--- config.mk ---
export PLATFORM = sky130hd
export DESIGN_NAME = fdiv_top
export DESIGN_NICKNAME = d
export VERILOG_FILES = /design/src/rtl/fdiv_pkg.sv /design/src/rtl/fdiv_spread.sv /design/src/rtl/fdiv_target.sv /design/src/rtl/fdiv_core.sv /design/src/rtl/fdiv_top.sv
export SDC_FILE = /design/constraint.sdc
export NUM_CORES = 1
export LEC_CHECK = 0
export BUFFER_PORTS_ARGS = -buffer_cell sky130_fd_sc_hd__buf_2
export CAP_MARGIN = 30
export CORE_ASPECT_RATIO = 1.75
export CORE_MARGIN = 3
export CORE_UTILIZATION = 50
export CTS_BUF_LIST = sky130_fd_sc_hd__clkbuf_8 sky130_fd_sc_hd__clkbuf_16
export DETAILED_ROUTE_END_ITERATION = 6
export PLACE_DENSITY = 0.8
export SKIP_CTS_REPAIR_TIMING = 1
export SYNTH_ARGS = -nofsm -noshare
export SYNTH_HDL_FRONTEND = slang
export SYNTH_SLANG_ARGS = --single-unit
--- constraint.sdc ---
create_clock -name clk_i -period 12.84 [get_ports clk_i]
set_input_delay 0.642 -clock clk_i [delete_from_list [all_inputs] [get_ports clk_i]]
set_output_delay 0.642 -clock clk_i [all_outputs]
set_load 0.01 [all_outputs]
--- src/rtl/fdiv_pkg.sv ---
`timescale 1ns/1ps
// Shared types for the fractional divider.
package fdiv_pkg;
    // Operating mode; code 3 is treated as fractional.
    typedef enum logic [1:0] {
        MODE_INT  = 2'd0,
        MODE_FRAC = 2'd1,
        MODE_BYP  = 2'd2,
        MODE_RSVD = 2'd3
    } div_mode_e;
endpackage

--- src/rtl/fdiv_spread.sv ---
`timescale 1ns/1ps
// Triangle offset generator.
// Emits a signed offset (units of 2^-FW) that ramps by step_i every rate_i+1
// cycles, clamps at +/-peak_i and reverses there. Assumes step_i and peak_i
// are held steady while enabled.
module fdiv_spread #(
    parameter int FW = 24,
    parameter int SW = FW + 2,
    parameter int RW = 16
) (
    input  logic                 clk_i,
    input  logic                 rst_ni,
    input  logic                 restart_i,
    input  logic                 en_i,
    input  logic [RW-1:0]        rate_i,
    input  logic [FW-1:0]        step_i,
    input  logic [SW-2:0]        peak_i,
    output logic signed [SW-1:0] offset_o
);
    logic [RW-1:0]        tmr_q;
    logic signed [SW-1:0] off_q;
    logic                 dir_dn_q;
    logic signed [SW:0]   pk_s, neg_pk, off_x, up_s, dn_s;

    // Sign-extended working values for the ramp comparison.
    always_comb begin
        pk_s   = $signed({2'b00, peak_i});
        neg_pk = -pk_s;
        off_x  = {off_q[SW-1], off_q};
        up_s   = off_x + $signed({{(SW+1-FW){1'b0}}, step_i});
        dn_s   = off_x - $signed({{(SW+1-FW){1'b0}}, step_i});
    end

    // Step timer and ramp with reversal at the bounds.
    always_ff @(posedge clk_i) begin
        if (!rst_ni || restart_i || !en_i) begin
            tmr_q    <= rate_i;
            off_q    <= '0;
            dir_dn_q <= 1'b0;
        end else if (tmr_q != '0) begin
            tmr_q <= tmr_q - RW'(1);
        end else begin
            tmr_q <= rate_i;
            if (!dir_dn_q) begin
                if (up_s >= pk_s) begin
                    off_q    <= pk_s[SW-1:0];
                    dir_dn_q <= 1'b1;
                end else begin
                    off_q <= up_s[SW-1:0];
                end
            end else begin
                if (dn_s <= neg_pk) begin
                    off_q    <= neg_pk[SW-1:0];
                    dir_dn_q <= 1'b0;
                end else begin
                    off_q <= dn_s[SW-1:0];
                end
            end
        end
    end

    assign offset_o = off_q;

    // offset stays inside the programmed band
    p_off_bound_r9: assert property (@(posedge clk_i) disable iff (!rst_ni)
        en_i |-> ((off_x <= pk_s) && (off_x >= neg_pk)));

    // offset only moves when the step timer expires
    p_off_hold_r9: assert property (@(posedge clk_i) disable iff (!rst_ni)
        (en_i && !restart_i && tmr_q != '0) |=> $stable(off_q));
endmodule

--- src/rtl/fdiv_target.sv ---
`timescale 1ns/1ps
// Effective divide value.
// Adds the spread offset to the fixed-point divide value when the fraction is
// in use, then saturates to [2.0, max]. Purely combinational.
module fdiv_target #(
    parameter int IW = 12,
    parameter int FW = 24,
    parameter int SW = FW + 2
) (
    input  logic                 frac_en_i,
    input  logic [IW-1:0]        int_i,
    input  logic [FW-1:0]        frac_i,
    input  logic signed [SW-1:0] off_i,
    output logic [IW-1:0]        int_o,
    output logic [FW-1:0]        frac_o
);
    localparam int TW = IW + FW + 2;
    localparam logic signed [TW-1:0] MIN_V = $signed({{IW{1'b0}}, 2'b10, {FW{1'b0}}});
    localparam logic signed [TW-1:0] MAX_V = $signed({2'b00, {(IW+FW){1'b1}}});

    logic signed [TW-1:0] base_s, off_s, sum_s, sat_s;

    // Sum the centre value and offset, then clamp into the legal range.
    always_comb begin
        base_s = $signed({2'b00, int_i, (frac_en_i ? frac_i : {FW{1'b0}})});
        off_s  = frac_en_i ? $signed({{(TW-SW){off_i[SW-1]}}, off_i}) : '0;
        sum_s  = base_s + off_s;
        if (sum_s < MIN_V)      sat_s = MIN_V;
        else if (sum_s > MAX_V) sat_s = MAX_V;
        else                    sat_s = sum_s;
    end

    assign {int_o, frac_o} = (IW+FW)'(sat_s);
endmodule

--- src/rtl/fdiv_core.sv ---
`timescale 1ns/1ps
// Period counter with first-order fractional accumulator.
// Each period's length is the integer value plus the carry of acc+frac taken
// at the previous period end. Assumes int_i >= 2 (guaranteed by fdiv_target).
module fdiv_core #(
    parameter int IW = 12,
    parameter int FW = 24
) (
    input  logic          clk_i,
    input  logic          rst_ni,
    input  logic          sync_i,
    input  logic          byp_i,
    input  logic [IW-1:0] int_i,
    input  logic [FW-1:0] frac_i,
    output logic          running_o,
    output logic          div_o,
    output logic          period_end_o
);
    localparam int LW = IW + 1;

    logic          running_q, div_q, div_d, load;
    logic [IW-1:0] cnt_q, cnt_d;
    logic [LW-1:0] thr_q, thr_d, len_sel;
    logic [FW-1:0] acc_q;
    logic [FW:0]   acc_sum;

    assign acc_sum = {1'b0, acc_q} + {1'b0, frac_i};

    // Next count, high-phase threshold and output level.
    always_comb begin
        load    = sync_i || (running_q && (cnt_q == '0));
        len_sel = sync_i ? {1'b0, int_i}
                         : ({1'b0, int_i} + {{IW{1'b0}}, acc_sum[FW]});
        if (load) begin
            cnt_d = IW'(len_sel - LW'(1));
            thr_d = len_sel - (len_sel >> 1);
        end else if (running_q) begin
            cnt_d = cnt_q - IW'(1);
            thr_d = thr_q;
        end else begin
            cnt_d = cnt_q;
            thr_d = thr_q;
        end
        div_d = (running_q || sync_i) && ({1'b0, cnt_d} >= thr_d);
    end

    // State registers; sync clears the accumulator and starts running.
    always_ff @(posedge clk_i) begin
        if (!rst_ni) begin
            running_q <= 1'b0;
            cnt_q     <= '0;
            thr_q     <= '0;
            acc_q     <= '0;
            div_q     <= 1'b0;
        end else begin
            cnt_q <= cnt_d;
            thr_q <= thr_d;
            div_q <= div_d;
            if (sync_i) begin
                running_q <= 1'b1;
                acc_q     <= '0;
            end else if (load) begin
                acc_q <= acc_sum[FW-1:0];
            end
        end
    end

    assign running_o    = running_q;
    assign div_o        = div_q;
    assign period_end_o = running_q && (byp_i || (cnt_q == '0));

    // the value feeding each reload is never below 2
    p_int_floor_r10: assert property (@(posedge clk_i) disable iff (!rst_ni)
        load |-> (int_i >= IW'(2)));

    // a start pulse restarts counter and accumulator
    p_sync_restart_r8: assert property (@(posedge clk_i) disable iff (!rst_ni)
        sync_i |=> (running_q && acc_q == '0 && cnt_q == IW'($past(int_i) - 1'b1)));

    // with no fraction applied the accumulator holds
    p_acc_hold_r3: assert property (@(posedge clk_i) disable iff (!rst_ni)
        (!sync_i && frac_i == '0) |=> $stable(acc_q));

    // the last cycle of a period is in the low phase
    p_end_low_r6: assert property (@(posedge clk_i) disable iff (!rst_ni)
        (running_q && cnt_q == '0) |-> !div_q);
endmodule

--- src/rtl/fdiv_top.sv ---
`timescale 1ns/1ps
// Fractional output divider with triangle spread and bypass.
// Combines spread generator, target saturation and period counter. Outputs
// are idle until the first sync_start_i.
module fdiv_top #(
    parameter int IW = 12,
    parameter int FW = 24,
    parameter int RW = 16,
    parameter int SW = FW + 2
) (
    input  logic          clk_i,
    input  logic          rst_ni,
    input  logic          sync_start_i,
    input  logic [1:0]    mode_i,
    input  logic [IW-1:0] div_int_i,
    input  logic [FW-1:0] div_frac_i,
    input  logic          ssc_en_i,
    input  logic [RW-1:0] ssc_rate_i,
    input  logic [FW-1:0] ssc_step_i,
    input  logic [SW-2:0] ssc_peak_i,
    output logic          div_clk_o,
    output logic          period_end_o
);
    import fdiv_pkg::*;

    div_mode_e            mode;
    logic                 byp, frac_en, running, div_q;
    logic signed [SW-1:0] offset;
    logic [IW-1:0]        int_eff;
    logic [FW-1:0]        frac_eff;

    assign mode    = div_mode_e'(mode_i);
    assign byp     = (mode == MODE_BYP);
    assign frac_en = (mode == MODE_FRAC) || (mode == MODE_RSVD);

    fdiv_spread #(.FW(FW), .SW(SW), .RW(RW)) u_spread (
        .clk_i     (clk_i),
        .rst_ni    (rst_ni),
        .restart_i (sync_start_i),
        .en_i      (ssc_en_i),
        .rate_i    (ssc_rate_i),
        .step_i    (ssc_step_i),
        .peak_i    (ssc_peak_i),
        .offset_o  (offset)
    );

    fdiv_target #(.IW(IW), .FW(FW), .SW(SW)) u_target (
        .frac_en_i (frac_en),
        .int_i     (div_int_i),
        .frac_i    (div_frac_i),
        .off_i     (offset),
        .int_o     (int_eff),
        .frac_o    (frac_eff)
    );

    fdiv_core #(.IW(IW), .FW(FW)) u_core (
        .clk_i        (clk_i),
        .rst_ni       (rst_ni),
        .sync_i       (sync_start_i),
        .byp_i        (byp),
        .int_i        (int_eff),
        .frac_i       (frac_eff),
        .running_o    (running),
        .div_o        (div_q),
        .period_end_o (period_end_o)
    );

    assign div_clk_o = (byp && running) ? clk_i : div_q;

    // in bypass every cycle closes a period once started
    p_byp_every_r7: assert property (@(posedge clk_i) disable iff (!rst_ni)
        (byp && running && !sync_start_i) |-> period_end_o);
endmodule

; ---- After elaboration in Yosys (flattened, before gate mapping)
; Cells that the tools add are included.
[word_totals]
ff_bits = 94
inputBits = 107
[op_classes]
reduce_logical = 15
bitwise = 1
n_lt_le_gt_ge = 5
eq_ne = 3
muxes = 17
addsub = 10
[op_table]
columns = operator, count
row1 = 26-bit two-way mux, 3
row2 = 36-bit two-way mux, 2
row3 = 37-bit by 38-bit adder with 38-bit output, 1
row4 = 38-bit by 37-bit > comparator with 1-bit output (second input constant), 1
row5 = 38-bit by 27-bit < comparator with 1-bit output (second input constant), 1
row6 = 38-bit two-way mux, 1
row7 = 16-bit two-way mux, 2
row8 = 26-bit by 25-bit adder with 27-bit output, 1
row9 = 27-bit by 26-bit greater-or-equal comparator with 1-bit output, 1
row10 = 27-bit less-or-equal comparator, 1
row11 = 25-bit negator with 27-bit output, 1
row12 = 26-bit by 25-bit subtractor with 27-bit output, 1
row13 = 13-bit two-way mux, 2
row14 = 24-bit by 24-bit adder with 25-bit output, 1
row15 = 12-bit two-way mux, 2
row16 = 24-bit two-way mux, 1
row17 = 12-bit by 1-bit subtractor with 12-bit output (second input constant), 2
row18 = 16-bit nonzero test, 1
row19 = 16-bit by 1-bit subtractor with 16-bit output (second input constant), 1
row20 = 12-bit by 1-bit adder with 13-bit output, 1
row21 = 12-bit by 13-bit greater-or-equal comparator with 1-bit output, 1
row22 = 13-bit by 12-bit subtractor with 13-bit output, 1
row23 = 12-bit zero test, 1
row24 = 1-bit logical OR, 6
row25 = other kinds (7), 15

; ---- Logic depth before layout (Yosys ltp)
[depth]
depth_word = 14
mapped_depth = 55

; ---- Hierarchy
; Synthesis repeated with hierarchy kept, for this count alone.
[unflattened]
cells_unflattened = 2056
hier_area_um2 = 15142.0
[modules_own_cells]
columns = mod, area_per_inst_um2, seq_area_each_um2, n_inst, cells_per_inst
row1 = fdiv_spread, 7076.8, 860.8, 1, 995
row2 = fdiv_core, 4835.9, 1021.0, 1, 609
row3 = fdiv_target, 3181.8, 0.0, 1, 448
row4 = fdiv_top, 47.5, 0.0, 1, 4

==> results.toml <==
[outcome]
status = "finished, final reports clean"

[sta]
finalHoldViolations = 0
setup_violations = 0
rsz0062_at_grt = "no"
fin_skew_ns = 0.0122
period_needed_ns = 11.36
relSlewSlack_pct = 34.4
slew_violations = 0
tightest_slew_ns = 0.975
clock.fmax_mhz = 88.0
min_period_over_period_pct = 88.5
fin_tns_setup_ns = 0

[routing]
drt_pass1_iterations = 5
wl_per_cell_um = 18.8
wl_um = 44100
drt_iter0_drc = 750
vias = 14334
ant_nets = 0
routed_via_density = 6.11
drc_errors = 0

[clock_tree]
tritoncts = "done"
clk_latency_ns = 0.49
clk_pin_slew_ns = 0.08

[power_and_ir_drop]
p_int_mw = 0.629
peakVddDrop_v = 0.0000998
p_switching_mw = 0.336
leakage_nw = 7.05
swShare_pct = 34.8
p_seq_share_pct = 32.4
power_frac_comb_pct = 31.4
pwr-share-clk_pct = 36.2
p_per_area_nw_per_um2 = 63.1

[synthesis]
synth_edf_count = 0
synth_top_cell_by_area = "ha_1"
synth_common_cells = "ha_1 (206), a21oi_1 (183), nand2_1 (172)"
yosysMostFrequentCell = "ha_1"
synth_area_leaders = "ha_1 (18%), dfxtp_1 (13%), xnor2_1 (6.9%)"
ys_seq_area_share_pct = 13.3
post_synth_num_cell_types = 106
ys_seq_elements = 94
avgSynthCellArea_um2 = 7.41
synthCells = 1910
async_flop_share_pct = 0
synth_top_area_share_pct = 18.2
synth_ff_type = "dfxtp_1"
netlist_area_um2 = 14200
syn_nets = 2228
yosysWarnings = 0

[die]
rows = 80
core_area_um2 = 27600
die_y_um = 229
io_pins = 109
initial_core_util_pct = 51.3
die_area_um2 = 30500
die_w_um = 133

[placement]
dp.cells = 2328
finalWeightedCongestion = 1.02
dpl.hpwl_um = 35800
portBuffers = 108

[grt]
grt_pass1_wl_um = 70200
grt_start_max_net_pins = 52
antenna_found_initial = 0
grt_usage_pct = 28.5
grt_pass1_vias = 14495
grt-ovfl-total = 0

[finish]
multi_input_area_um2 = 11400
n_antenna_cell = 0
drive_gt1_share_pct = 10.9
layoutNonFillerInstCount = 2347
nets = 2291
fillers = 2655
syn_to_final_growth_pct = 8.13
final-seq-area_um2 = 1880

[job]
max-cap-violations = 0

[setup_path]
worstPathRequired_ns = 13.21
arrival_ns = 11.74
cpMaxStageDelayCell = "buf_2"
cpPeakStageDelay_ns = 0.53
crit_fanout = 51
worstSetupEndpointType = "register"
crit_type = "in2reg"
worstSetupStartpointType = "input port"

[min_path]
hold_path.class = "in2reg"
==> routing by layer <==
layer	vias to the layer above	track usage [%]	routed length [um]
li1	6908	-	-
met1	6710	27.5	15300
met2	504	53.1	23100
met3	212	4.82	2080
met4	0	21.3	3580
met5	-	0	0
==> layout make-up <==
class	count	share of cell area (%)
multi-input combinational	1609	74.7
timing repair buffer	119	4.09
sequential	94	12.3
tap	369	3.02
inverter	136	3.33
clock inverter	6	0.474
clock buffer	14	2.08
==> cells in the final DEF (no fill, tap or decap), drive strengths merged, types with 7 or more instances in the layout <==
| cell | Yosys | routed |
|---|---|---|
| o31ai | 11 | 11 |
| o22ai | 12 | 12 |
| buf | 20 | 120 |
| nor3b | 8 | 8 |
| ha | 206 | 206 |
| o211ai | 12 | 12 |
| clkbuf | 51 | 13 |
| nand2b | 23 | 23 |
| and2 | 69 | 69 |
| o311ai | 8 | 8 |
| or3 | 13 | 13 |
| a2111oi | 8 | 8 |
| a21boi | 16 | 16 |
| a211oi | 18 | 18 |
| nand4 | 23 | 23 |
| nand3 | 36 | 36 |
| o21a | 22 | 22 |
| and3 | 16 | 16 |
| or2 | 8 | 8 |
| nor4 | 15 | 15 |
| o21ai | 121 | 121 |
| xnor2 | 113 | 113 |
| o21bai | 23 | 23 |
| nand3b | 7 | 7 |
| a211o | 7 | 7 |
| a21oi | 198 | 198 |
| a31oi | 12 | 12 |
| xor2 | 45 | 45 |
| nor2b | 24 | 24 |
| nor2 | 161 | 161 |
| inv | 133 | 137 |
| mux2i | 43 | 43 |
| dfxtp | 94 | 94 |
| nand2 | 172 | 172 |
| nor3 | 46 | 46 |
| a21o | 37 | 37 |
==> final timing paths <==
path / startpoint / end / slack, ns / cells past startpoint
worst min-delay path: ssc_rate_i[13] / u_spread.tmr_q[13]$_DFF_P_ / 0.35 / 3
worst max-delay path: mode_i[0] / u_core.div_o$_SDFF_PN0_ / 1.48 / 49
worst min register to register: u_core.acc_q[7]$_SDFFE_PP0N_ / u_core.acc_q[7]$_SDFFE_PP0N_ / 0.46 / 2
worst max register to register: u_spread.offset_o[25]$_SDFFE_PP0P_ / u_core.div_o$_SDFF_PN0_ / 1.68 / 48
==> power groups by stage <==
stage          Clock, mW  Sequential [mW]  Combinational, mW
5_1_grt            0.368            0.315              0.338
3_3_place_gp     0.00146            0.319              0.290
3_5_place_dp     0.00146            0.320              0.297
6_report           0.349            0.313              0.303
2_1_floorplan    0.00100            0.317              0.214
4_1_cts            0.355            0.313              0.300
==> sequential cells by signal, summed over array words and instances (netlist names) <==
| signal | count |
|---|---|
| u_core.acc_q | 24 |
| u_spread.offset_o | 26 |
| u_core.div_o | 1 |
| u_core.cnt_q | 12 |
| u_core.running_o | 1 |
| u_spread.tmr_q | 16 |
| u_core.thr_q | 13 |
| u_spread.dir_dn_q | 1 |
==> cell families (layout without fill, tap and decap cells) <==
logic type | after synthesis | in the layout | share of synthesized area [%]
flops | 94 | 94 | 13.3
xor+xnor | 158 | 158 | 9.83
compound gates | 557 | 557 | 26.2
fa+ha+maj | 211 | 211 | 18.9
simple gates | 637 | 637 | 22.4
buf+inv | 207 | 275 | 5.97
mux | 46 | 46 | 3.37
==> metrics by stage <==
stage / utilization (%) / area, um^2 / setup slack, ns / power (mW) / hold WS, ns
floorplan: - / 14200 / 2.19 / 0.533 / 0.436
global placement: 54.0 / 14900 / 1.42 / 0.610 / 0.443
detailed placement: 54.0 / 14900 / 1.15 / 0.619 / 0.450
CTS: 55.4 / 15300 / 1.57 / 0.968 / 0.332
global route: 55.4 / 15300 / 0.258 / 1.02 / 0.343
finish: 55.4 / 15300 / 1.48 / 0.966 / 0.347
==> worst max-delay path, delay by kind of cell <==
kind / cells / cell delay, ns
fa+ha+maj: 7 / 2.08
compound gates: 27 / 5.59
buf+inv: 2 / 0.99
simple gates: 10 / 1.71
xor+xnor: 2 / 0.56
mux: 1 / 0.12
(Power assumes the default switching activity.)
